File: config.mk
export PLATFORM = sky130hd
export DESIGN_NAME = bcid_rx
export DESIGN_NICKNAME = d
export VERILOG_FILES = /design/src/rtl/bcid_pkg.sv /design/src/rtl/bcid_filter.sv /design/src/rtl/bcid_timer.sv /design/src/rtl/bcid_rx.sv
export SDC_FILE = /design/constraint.sdc
export NUM_CORES = 1
export LEC_CHECK = 0
export ABC_AREA = 1
export ABC_CLOCK_PERIOD_IN_PS = 3000
export BUFFER_PORTS_ARGS = -buffer_cell sky130_fd_sc_hd__buf_2
export CAP_MARGIN = 15
export CORE_UTILIZATION = 50
export DETAILED_ROUTE_END_ITERATION = 8
export GPL_TIMING_DRIVEN = 0
export PLACE_DENSITY = 0.66
export SLEW_MARGIN = 25
export SYNTH_ARGS = -nofsm -noshare
export SYNTH_HDL_FRONTEND = slang
export SYNTH_SLANG_ARGS = --single-unit
File: constraint.sdc
create_clock -name clk -period 3 [get_ports clk]
set_input_delay 0.15 -clock clk [delete_from_list [all_inputs] [get_ports clk]]
set_output_delay 0.15 -clock clk [all_outputs]
set_load 0.05 [all_outputs]
File: src/rtl/bcid_pkg.sv
package bcid_pkg;
    typedef enum logic [1:0] {
        S_IDLE,
        S_START,
        S_GAP,
        S_BIT
    } bcid_state_e;
endpackage

File: src/rtl/bcid_filter.sv
module bcid_filter #(
    parameter int SYNC_STAGES = 2,
    parameter int AGREE       = 3
) (
    input  logic clk,
    input  logic rst_n,
    input  logic raw_i,
    output logic filt_o
);
    logic [SYNC_STAGES-1:0] sync_q;
    logic [AGREE-1:0]       hist_q;
    logic                   filt_q;

    always_ff @(posedge clk or negedge rst_n) begin
        if (!rst_n) begin
            sync_q <= '1;
            hist_q <= '1;
            filt_q <= 1'b1;
        end else begin
            sync_q <= {sync_q[SYNC_STAGES-2:0], raw_i};
            hist_q <= {hist_q[AGREE-2:0], sync_q[SYNC_STAGES-1]};
            if (&hist_q)
                filt_q <= 1'b1;
            else if (~|hist_q)
                filt_q <= 1'b0;
        end
    end

    assign filt_o = filt_q;

    // mixed history leaves the filtered level untouched
    p_glitch_hold_r7: assert property (@(posedge clk) disable iff (!rst_n)
        ((|hist_q) && !(&hist_q)) |=> $stable(filt_q));
endmodule

File: src/rtl/bcid_timer.sv
module bcid_timer #(
    parameter int CNT_W = 22
) (
    input  logic             clk,
    input  logic             rst_n,
    input  logic             clr_i,
    output logic [CNT_W-1:0] cnt_o,
    output logic             sat_o
);
    logic [CNT_W-1:0] cnt_q;

    assign sat_o = &cnt_q;
    assign cnt_o = cnt_q;

    always_ff @(posedge clk or negedge rst_n) begin
        if (!rst_n)
            cnt_q <= '0;
        else if (clr_i)
            cnt_q <= '0;
        else if (!sat_o)
            cnt_q <= cnt_q + 1'b1;
    end
endmodule

File: src/rtl/bcid_rx.sv
module bcid_rx #(
    parameter int CNT_W       = 22,
    parameter int ID_W        = 8,
    parameter int CHK_BITS    = 2,
    parameter int MIN_START   = 512,
    parameter int SYNC_STAGES = 2,
    parameter int AGREE       = 3
) (
    input  logic            clk,
    input  logic            rst_n,
    input  logic            bc_raw,
    output logic [ID_W-1:0] sta_id,
    output logic            sta_vld,
    input  logic            sta_vld_clr
);
    import bcid_pkg::*;

    localparam int BC_W = (ID_W > 1) ? $clog2(ID_W) : 1;
    localparam logic [BC_W-1:0] LAST_BIT = BC_W'(ID_W - 1);

    bcid_state_e      state_q, state_n;
    logic             filt, filt_d, fall, rise;
    logic [CNT_W-1:0] tcnt, period_q;
    logic             tsat, tclr;
    logic [ID_W-1:0]  shreg_q, shifted;
    logic [BC_W-1:0]  bit_cnt_q;
    logic             too_short, gap_timeout, sample, last, frame_ok;

    bcid_filter #(.SYNC_STAGES(SYNC_STAGES), .AGREE(AGREE)) u_filt (
        .clk(clk), .rst_n(rst_n), .raw_i(bc_raw), .filt_o(filt)
    );

    bcid_timer #(.CNT_W(CNT_W)) u_tmr (
        .clk(clk), .rst_n(rst_n), .clr_i(tclr), .cnt_o(tcnt), .sat_o(tsat)
    );

    assign fall        = filt_d & ~filt;
    assign rise        = ~filt_d & filt;
    assign too_short   = tcnt < CNT_W'(MIN_START);
    assign gap_timeout = tsat || ({1'b0, tcnt} >= {period_q, 1'b0});
    assign sample      = (state_q == S_BIT) && (tcnt == period_q);
    assign last        = bit_cnt_q == LAST_BIT;
    assign shifted     = {shreg_q[ID_W-2:0], filt};
    assign frame_ok    = sample && last && (shifted[ID_W-1 -: CHK_BITS] == '0);
    assign tclr        = (state_n != state_q) || (state_q == S_IDLE);

    always_ff @(posedge clk or negedge rst_n) begin
        if (!rst_n) state_q <= S_IDLE;
        else        state_q <= state_n;
    end

    always_comb begin
        state_n = state_q;
        unique case (state_q)
            S_IDLE:  if (fall) state_n = S_START;
            S_START: begin
                if (tsat)
                    state_n = S_IDLE;
                else if (rise)
                    state_n = too_short ? S_IDLE : S_GAP;
            end
            S_GAP: begin
                if (fall)
                    state_n = S_BIT;
                else if (gap_timeout)
                    state_n = S_IDLE;
            end
            S_BIT:   if (sample) state_n = last ? S_IDLE : S_GAP;
            default: state_n = S_IDLE;
        endcase
    end

    always_ff @(posedge clk or negedge rst_n) begin
        if (!rst_n) begin
            filt_d    <= 1'b1;
            period_q  <= '0;
            shreg_q   <= '0;
            bit_cnt_q <= '0;
            sta_id    <= '0;
            sta_vld   <= 1'b0;
        end else begin
            filt_d <= filt;
            if (state_q == S_START && rise && !too_short) begin
                period_q  <= tcnt;
                bit_cnt_q <= '0;
            end
            if (sample) begin
                shreg_q   <= shifted;
                bit_cnt_q <= bit_cnt_q + 1'b1;
            end
            if (frame_ok) begin
                sta_id  <= shifted;
                sta_vld <= 1'b1;
            end else if (sta_vld_clr) begin
                sta_vld <= 1'b0;
            end
        end
    end

    // a raised flag always carries a word with clear check bits
    p_vld_top_zero_r4: assert property (@(posedge clk) disable iff (!rst_n)
        sta_vld |-> (sta_id[ID_W-1 -: CHK_BITS] == '0));

    // clear pulse with no completing frame drops the flag
    p_clr_drops_r5: assert property (@(posedge clk) disable iff (!rst_n)
        (sta_vld_clr && !frame_ok) |=> !sta_vld);

    // the published ID moves only on an accepted frame
    p_id_hold_r6: assert property (@(posedge clk) disable iff (!rst_n)
        !frame_ok |=> $stable(sta_id));

    // bit timer never runs past the learned sample point
    p_bit_timer_bound_r2: assert property (@(posedge clk) disable iff (!rst_n)
        (state_q == S_BIT) |-> (tcnt <= period_q));

    // a short start phase sends the controller back to idle
    p_short_reject_r8: assert property (@(posedge clk) disable iff (!rst_n)
        (state_q == S_START && rise && too_short && !tsat) |=> (state_q == S_IDLE));
endmodule

==> results of run 1 <==
==> metal layers <==
layer,up-vias,GRT usage (%),wire [microns]
met2,83,37.6,4180
li1,1782,-,-
met5,-,0,0
met4,0,7.82,177
met1,1690,32.8,4470
met3,15,3.56,398
==> cells in the final DEF, fill, tap and decap left out, types with 4 or more instances in the layout <==
master                     instances
sky130_fd_sc_hd__a21oi_1          11
sky130_fd_sc_hd__buf_2            13
sky130_fd_sc_hd__clkbuf_1          5
sky130_fd_sc_hd__clkbuf_8          9
sky130_fd_sc_hd__dfrtp_1          65
sky130_fd_sc_hd__dfstp_2           7
sky130_fd_sc_hd__ha_1             24
sky130_fd_sc_hd__inv_1            76
sky130_fd_sc_hd__inv_2             4
sky130_fd_sc_hd__nand2_1         164
sky130_fd_sc_hd__nand3_1          24
sky130_fd_sc_hd__nand4_1           9
sky130_fd_sc_hd__nor2_1           52
sky130_fd_sc_hd__nor2_2           11
sky130_fd_sc_hd__nor3_1           11
sky130_fd_sc_hd__o21ai_0          40
sky130_fd_sc_hd__xor2_1           13
==> critical path, stage by stage, from the launching register on <==
cell and delay (ns):
sky130_fd_sc_hd__dfrtp_1 0.47, sky130_fd_sc_hd__ha_1 0.25, sky130_fd_sc_hd__nand2_1 0.13, sky130_fd_sc_hd__nor3_4 0.28, sky130_fd_sc_hd__nand3_2 0.16, sky130_fd_sc_hd__nor2_4 0.14, sky130_fd_sc_hd__nand2_4 0.13, sky130_fd_sc_hd__nand4_1 0.14
sky130_fd_sc_hd__o211ai_2 0.19, sky130_fd_sc_hd__nand2_4 0.22, sky130_fd_sc_hd__buf_12 0.17, sky130_fd_sc_hd__nor2_2 0.04
==> flip-flops by register name, indices dropped and copies added, names as in the netlist <==
signal	flops
state_q	2
sta_vld	1
bit_cnt_q	3
filt_d	1
sta_id	8
u_filt.sync_q	2
u_filt.hist_q	3
shreg_q	7
u_tmr.cnt_o	22
period_q	22
u_filt.filt_o	1
==> final cells by class <==
type	count	area [sq um]	area share, %
flip-flops and latches	72	1810	38.6
clock buffers	9	124	2.64
repair buffers	16	120	2.56
multi-input cells	387	2070	44.1
clock inverters	6	85.1	1.82
inverters	80	300	6.41
plain buffers	8	48.8	1.04
well taps	105	131	2.80
==> synthesized netlist by cell type (all sizes together) <==
master	instances
dfstp	7
o21bai	2
o211ai	1
clkbuf	5
nand3	26
nor3b	1
a22o	2
nand4	10
xor2	13
dfrtp	65
ha	24
nor3	15
o21ai	43
nand2	167
a21o	1
nor4	3
inv	80
buf	3
a21oi	12
nor2	65
a21boi	1
nand3b	1
==> worst paths after layout <==
path                               endpoint
hold / removal                 period_q[11]
setup / recovery             u_tmr.cnt_o[6]
min in group clk           u_filt.hist_q[0]
setup reg to reg             u_tmr.cnt_o[6]
max in group asynchronous     u_filt.filt_o
hold reg to reg            u_filt.hist_q[0]
==> metrics by stage <==
step           cells  power [mW]  hold slack [ns]  util, %  instance area (sq um)
2_1_floorplan    547        1.25           -0.146        -                   4230
3_3_place_gp     664        1.33            0.259     53.8                   4420
3_5_place_dp     665        1.34            0.109     54.1                   4450
4_1_cts          683        2.18            0.277     57.0                   4690
5_1_grt          683        2.26            0.301     57.0                   4690
6_report         683        2.17            0.256     57.0                   4690
==> report_power, final <==
part	switching [mW]	internal, mW	leakage [nW]	total [mW]
logic	0.189	0.0997	1.24	0.289
clock network	0.379	0.461	0.101	0.839
registers	0.0350	1.00	0.979	1.04
==> logic make-up after synthesis <==
logic type | Yosys count | synth area share, %
DFF | 72 | 42.8
buffers and inverters | 88 | 8.26
AOI/OAI and AO/OA | 62 | 8.56
and+or+nand+nor | 288 | 30.5
adders and majority gates | 24 | 7.11
xor gates and xnor gates | 13 | 2.69
==> impl_metrics.py, run 1 <==
metrics = {
    "drt": {
        "routed_via_density": 5.23,
        "number_of_nets_with_antenna_violations_after_detailed_routing": 0,
        "routedWlPerCell_microns": 13.5,
        "detail_route.drc_violations": 0,
        "detail_route.first_pass.iterations": 5,
        "wl_microns": 9220,
        "detail_route.iter0.violations": 158,
        "dr_total_vias": 3570,
    },
    "setup_path": {
        "r2r_setup_slack_ns": 0.58,
        "cp-start-kind": "flip-flop",
        "crit_arrival_ns": 2.65,
        "crit_fanout": 10,
        "reg2regPathDepth": 11,
        "cp-end-kind": "flip-flop",
        "startpoint": "u_tmr.cnt_o[0]",
        "rr_startpoint": "u_tmr.cnt_o[0]",
        "worst_ep_required_time_ns": 3.24,
        "critPathKind": "flip-flop to flip-flop",
    },
    "final_layout": {
        "synthToLayoutAreaGrowth_pct": 10.9,
        "n_fill_cell": 768,
        "antennaDiodeCount": 0,
        "final_nets": 602,
        "drive_above_1_share_pct": 11.9,
    },
    "clocking": {
        "tritoncts_num_sinks": 72,
        "cts_buffer_depth": 2,
        "clkSlewWorstSetupHoldPaths_ns": 0.08,
        "clock_insertion_delay_worst_skew_ns": 0.35,
        "clock-root-buffer": "sky130_fd_sc_hd__clkbuf_8",
        "holdBufCountCts": 3,
        "cts_buffers": 9,
        "cts_setup_buffers": 0,
        "cts_tree": "yes",
        "cts_htree_levels": 3,
        "postCtsResizedCells": 0,
    },
    "floorplan": {
        "die_width_microns": 93.9,
        "core_sq_mm": 0.00822,
        "floorplan.die_area_sq_mm": 0.00882,
        "initial_utilization_pct": 51.4,
        "die_y_microns": 93.9,
        "floorplan.io_pins": 13,
        "floorplan.rows": 33,
    },
    "timing": {
        "hold_viol": 0,
        "setup_total_negative_slack_ns": 0,
        "finalWorstSetupSlack_ns": 0.585,
        "max_clock_freq_mhz": 414,
        "layout_min_cycle_time_ns": 2.42,
        "rsz0062_at_grt": "false",
        "min_period_over_period_pct": 80.5,
        "clock-skew-final_ns": 0.0154,
        "slew_headroom_pct": 59.6,
        "finalMaxSlewViolations": 0,
        "worst_pin_slew_ns": 0.601,
        "timing.final.setup_violations": 0,
    },
    "pwr": {
        "leakage_power_nw": 2.32,
        "powerDensity_mw_per_mm2": 462,
        "vdd.ir_drop.worst_mv": 0.432,
    },
    "logic_synthesis": {
        "post_synth_main_area_contributors": "sky130_fd_sc_hd__dfrtp_1 (38%), sky130_fd_sc_hd__nand2_1 (15%), sky130_fd_sc_hd__ha_1 (7.1%)",
        "ys_ff_latch": 72,
        "postSynthNetCount": 575,
        "syn_inst": 547,
        "syn-cell-area_sq_mm": 0.00423,
        "post_synth.cell_area_avg_sq_um": 7.72,
        "synth.top_cell.area_share_pct": 38.5,
        "synth_area_leader_cell": "sky130_fd_sc_hd__dfrtp_1",
        "yosysWarnings": 0,
        "synth_seq_area_share_pct": 42.8,
        "netlist-cell-type-count": 35,
    },
    "global_routing": {
        "global_route_wire_length_before_repair_microns": 16000,
        "grtUsageTotal_pct": 23.6,
        "gr_overflow_total": 0,
        "grt_max_degree": 46,
        "number_of_antenna_violations_at_the_first_check_in_global_routing": 0,
        "first_global_vias": 3371,
    },
    "place": {
        "gp_routability_congestion": 0.857,
        "pre_cts_ws_ns": 0.645,
        "placement.io_buffers": 12,
        "dp.final_hpwl_microns": 6760,
    },
    "hold_path": {
        "worst_hold_path_type": "primary input to async pin",
    },
    "status": {
        "status": "finished clean",
    },
    "job": {
        "max_cap_violations": 0,
    },
}
Note: power is estimated with default switching activity, not from simulation.
==> inputs of run 2 (changes only) <==
ABC_CLOCK_PERIOD_IN_PS = 2460   (was 3000)
clock period = 2.46 ns   (was 3 ns; I/O delays follow)
==> impl_metrics.py, run 2 (synthesized netlist as in run 1, its figures left out) <==
metrics = {
    "clocking": {
        "cts_buffer_depth": 2,
        "cts_buffers": 9,
        "cts_htree_levels": 3,
        "clkSlewWorstSetupHoldPaths_ns": 0.08,
        "clock_insertion_delay_worst_skew_ns": 0.35,
        "clock-root-buffer": "sky130_fd_sc_hd__clkbuf_8",
        "cts_tree": "yes",
        "tritoncts_num_sinks": 72,
    },
    "setup_path": {
        "cp-start-kind": "flip-flop",
        "critPathKind": "flip-flop to flip-flop",
        "rr_startpoint": "u_tmr.cnt_o[0]",
        "critical-path-top-delay-family": "simple AND/OR/NAND/NOR gates",
        "cp-end-kind": "flip-flop",
        "r2r_setup_slack_ns": 0.13,
        "crit_fanout": 10,
        "critical_path.n_buffers_inverters": 1,
        "critPathMaxStageDelay_ns": 0.43,
        "crit_arrival_ns": 2.57,
        "path_cells": "ha_1, nand2_1, nor3_4, nand3_2, nor2_4, nand2_4, a21oi_4, nand4_4, nand2_8, buf_12, nor2_2",
        "reg2regPathDepth": 11,
        "worst_ep_required_time_ns": 2.70,
        "slowest_stage": "sky130_fd_sc_hd__dfrtp_2",
        "worst_reg2reg_path_endpoint": "u_tmr.cnt_o[6]",
    },
    "final_layout": {
        "antennaDiodeCount": 0,
        "highest_count_cells_in_the_layout_ignoring_fill_and_taps": "sky130_fd_sc_hd__nand2_1 (164), sky130_fd_sc_hd__inv_1 (76), sky130_fd_sc_hd__dfrtp_1 (61)",
        "final_design_area_no_fill_sq_mm": 0.00471,
        "synthToLayoutAreaGrowth_pct": 11.4,
        "n_fill_cell": 763,
        "final_nets": 602,
        "drive_above_1_share_pct": 12.6,
        "layout_commonest_cell": "sky130_fd_sc_hd__nand2_1",
    },
    "timing": {
        "clock-skew-final_ns": 0.0155,
        "hold_viol": 0,
        "layout_min_cycle_time_ns": 2.33,
        "max_clock_freq_mhz": 429,
        "finalMaxSlewViolations": 0,
        "worst_pin_slew_ns": 0.629,
        "min_period_over_period_pct": 94.8,
        "timing.final.setup_violations": 0,
        "slew_headroom_pct": 57.8,
    },
    "drt": {
        "detail_route.iter0.violations": 169,
        "routed_via_density": 5.27,
        "detail_route.drc_violations": 0,
        "detail_route.first_pass.iterations": 5,
        "routedWlPerCell_microns": 13.5,
        "wl_microns": 9240,
        "number_of_nets_with_antenna_violations_after_detailed_routing": 0,
        "dr_total_vias": 3597,
    },
    "job": {
        "max_cap_violations": 0,
    },
    "global_routing": {
        "global_route_wire_length_before_repair_microns": 16000,
        "first_global_vias": 3371,
        "grtUsageTotal_pct": 23.6,
        "gr_overflow_total": 0,
        "grt_max_degree": 46,
        "number_of_antenna_violations_at_the_first_check_in_global_routing": 0,
    },
    "pwr": {
        "vdd.ir_drop.worst_mv": 0.527,
        "leakage_power_nw": 2.31,
        "design_power_total_mw": 2.66,
        "powerDensity_mw_per_mm2": 566,
    },
    "floorplan": {
        "floorplan.io_pins": 13,
        "die_y_microns": 93.9,
        "initial_utilization_pct": 51.4,
        "die_width_microns": 93.9,
        "floorplan.rows": 33,
        "core_sq_mm": 0.00822,
        "floorplan.die_area_sq_mm": 0.00882,
    },
    "place": {
        "dp.final_hpwl_microns": 6760,
        "placement.io_buffers": 12,
        "dpl_cell_area_sq_mm": 0.00445,
        "gp_routability_congestion": 0.857,
    },
    "status": {
        "status": "finished clean",
    },
    "hold_path": {
        "worst_hold_path_type": "primary input to async pin",
    },
}
==> run 2: cell types whose count changed in the layout (fill, tap and decap cells not counted) <==
cell,before,now
sky130_fd_sc_hd__o211ai_4,0,1
sky130_fd_sc_hd__nand2_4,2,1
sky130_fd_sc_hd__nand2_8,0,1
sky130_fd_sc_hd__dfrtp_2,0,4
sky130_fd_sc_hd__dfrtp_1,65,61
sky130_fd_sc_hd__o211ai_2,1,0
==> run 2: how the worst max path moves through the flow <==
stage / start / endpoint / slack, ns / depth (start not counted)
2_1_floorplan: u_tmr.cnt_o[0] / u_tmr.cnt_o[6] / 0.45 / 11
3_3_place_gp: u_tmr.cnt_o[0] / u_tmr.cnt_o[6] / 0.14 / 11
5_1_grt: u_tmr.cnt_o[6] / u_tmr.cnt_o[6] / -0.004 / 13
3_5_place_dp: u_tmr.cnt_o[0] / u_tmr.cnt_o[6] / 0.10 / 11
6_report: u_tmr.cnt_o[0] / u_tmr.cnt_o[6] / 0.13 / 11
4_1_cts: u_tmr.cnt_o[0] / u_tmr.cnt_o[6] / 0.06 / 11
==> run 2: where the power goes <==
group / internal, mW / total [mW] / switching, mW / leakage (nW)
logic: 0.131 / 0.370 / 0.239 / 1.24
registers: 1.22 / 1.27 / 0.0428 / 0.973
clock network: 0.562 / 1.03 / 0.464 / 0.101
total: 1.92 / 2.66 / 0.746 / 2.31
==> run 2: layer usage <==
metal / wire [microns] / share of wire (%) / up-vias / track usage [%]
li1: - / - / 1786 / -
met1: 4490 / 49 / 1716 / 32.8
met2: 4220 / 46 / 81 / 37.6
met3: 359 / 3.9 / 14 / 3.56
met4: 167 / 1.8 / 0 / 7.82
met5: 0 / 0 / - / 0
==> run 2: timing repair <==
action / 4_1_cts / 5_1_grt
buffers inserted: 0 / 0
hold endpoints to repair: 29 / 0
setup endpoints to repair: 0 / 10
hold buffers: 3 / 0
resized for setup: 0 / 6
==> run 2: layout make-up <==
cell class	count	area (sq um)	area share (%)
Buffer	8	48.8	1.04
Clock buffer	9	124	2.63
Clock inverter	6	85.1	1.81
Inverter	80	300	6.38
Multi-Input combinational cell	387	2080	44.2
Sequential cell	72	1820	38.6
Tap cell	105	131	2.79
Timing Repair Buffer	16	120	2.55
==> run 2: metrics by stage <==
step,setup WS (ns),setup TNS (ns),hold WS [ns],std cells,util (%)
2_1_floorplan,0.454,0,-0.173,547,-
3_3_place_gp,0.136,0,0.232,664,53.8
3_5_place_dp,0.105,0,0.0819,665,54.1
4_1_cts,0.0640,0,0.250,683,57.0
5_1_grt,-0.00422,-0.00573,0.274,683,57.3
6_report,0.129,0,0.233,683,57.3
==> run 2: worst register-to-register path, stage by stage, from the launching register on <==
cell                      delay, ns
sky130_fd_sc_hd__dfrtp_2       0.43
sky130_fd_sc_hd__ha_1          0.22
sky130_fd_sc_hd__nand2_1       0.13
sky130_fd_sc_hd__nor3_4        0.29
sky130_fd_sc_hd__nand3_2       0.16
sky130_fd_sc_hd__nor2_4        0.14
sky130_fd_sc_hd__nand2_4       0.13
sky130_fd_sc_hd__a21oi_4       0.19
sky130_fd_sc_hd__nand4_4       0.19
sky130_fd_sc_hd__nand2_8       0.16
sky130_fd_sc_hd__buf_12        0.15
sky130_fd_sc_hd__nor2_2        0.04
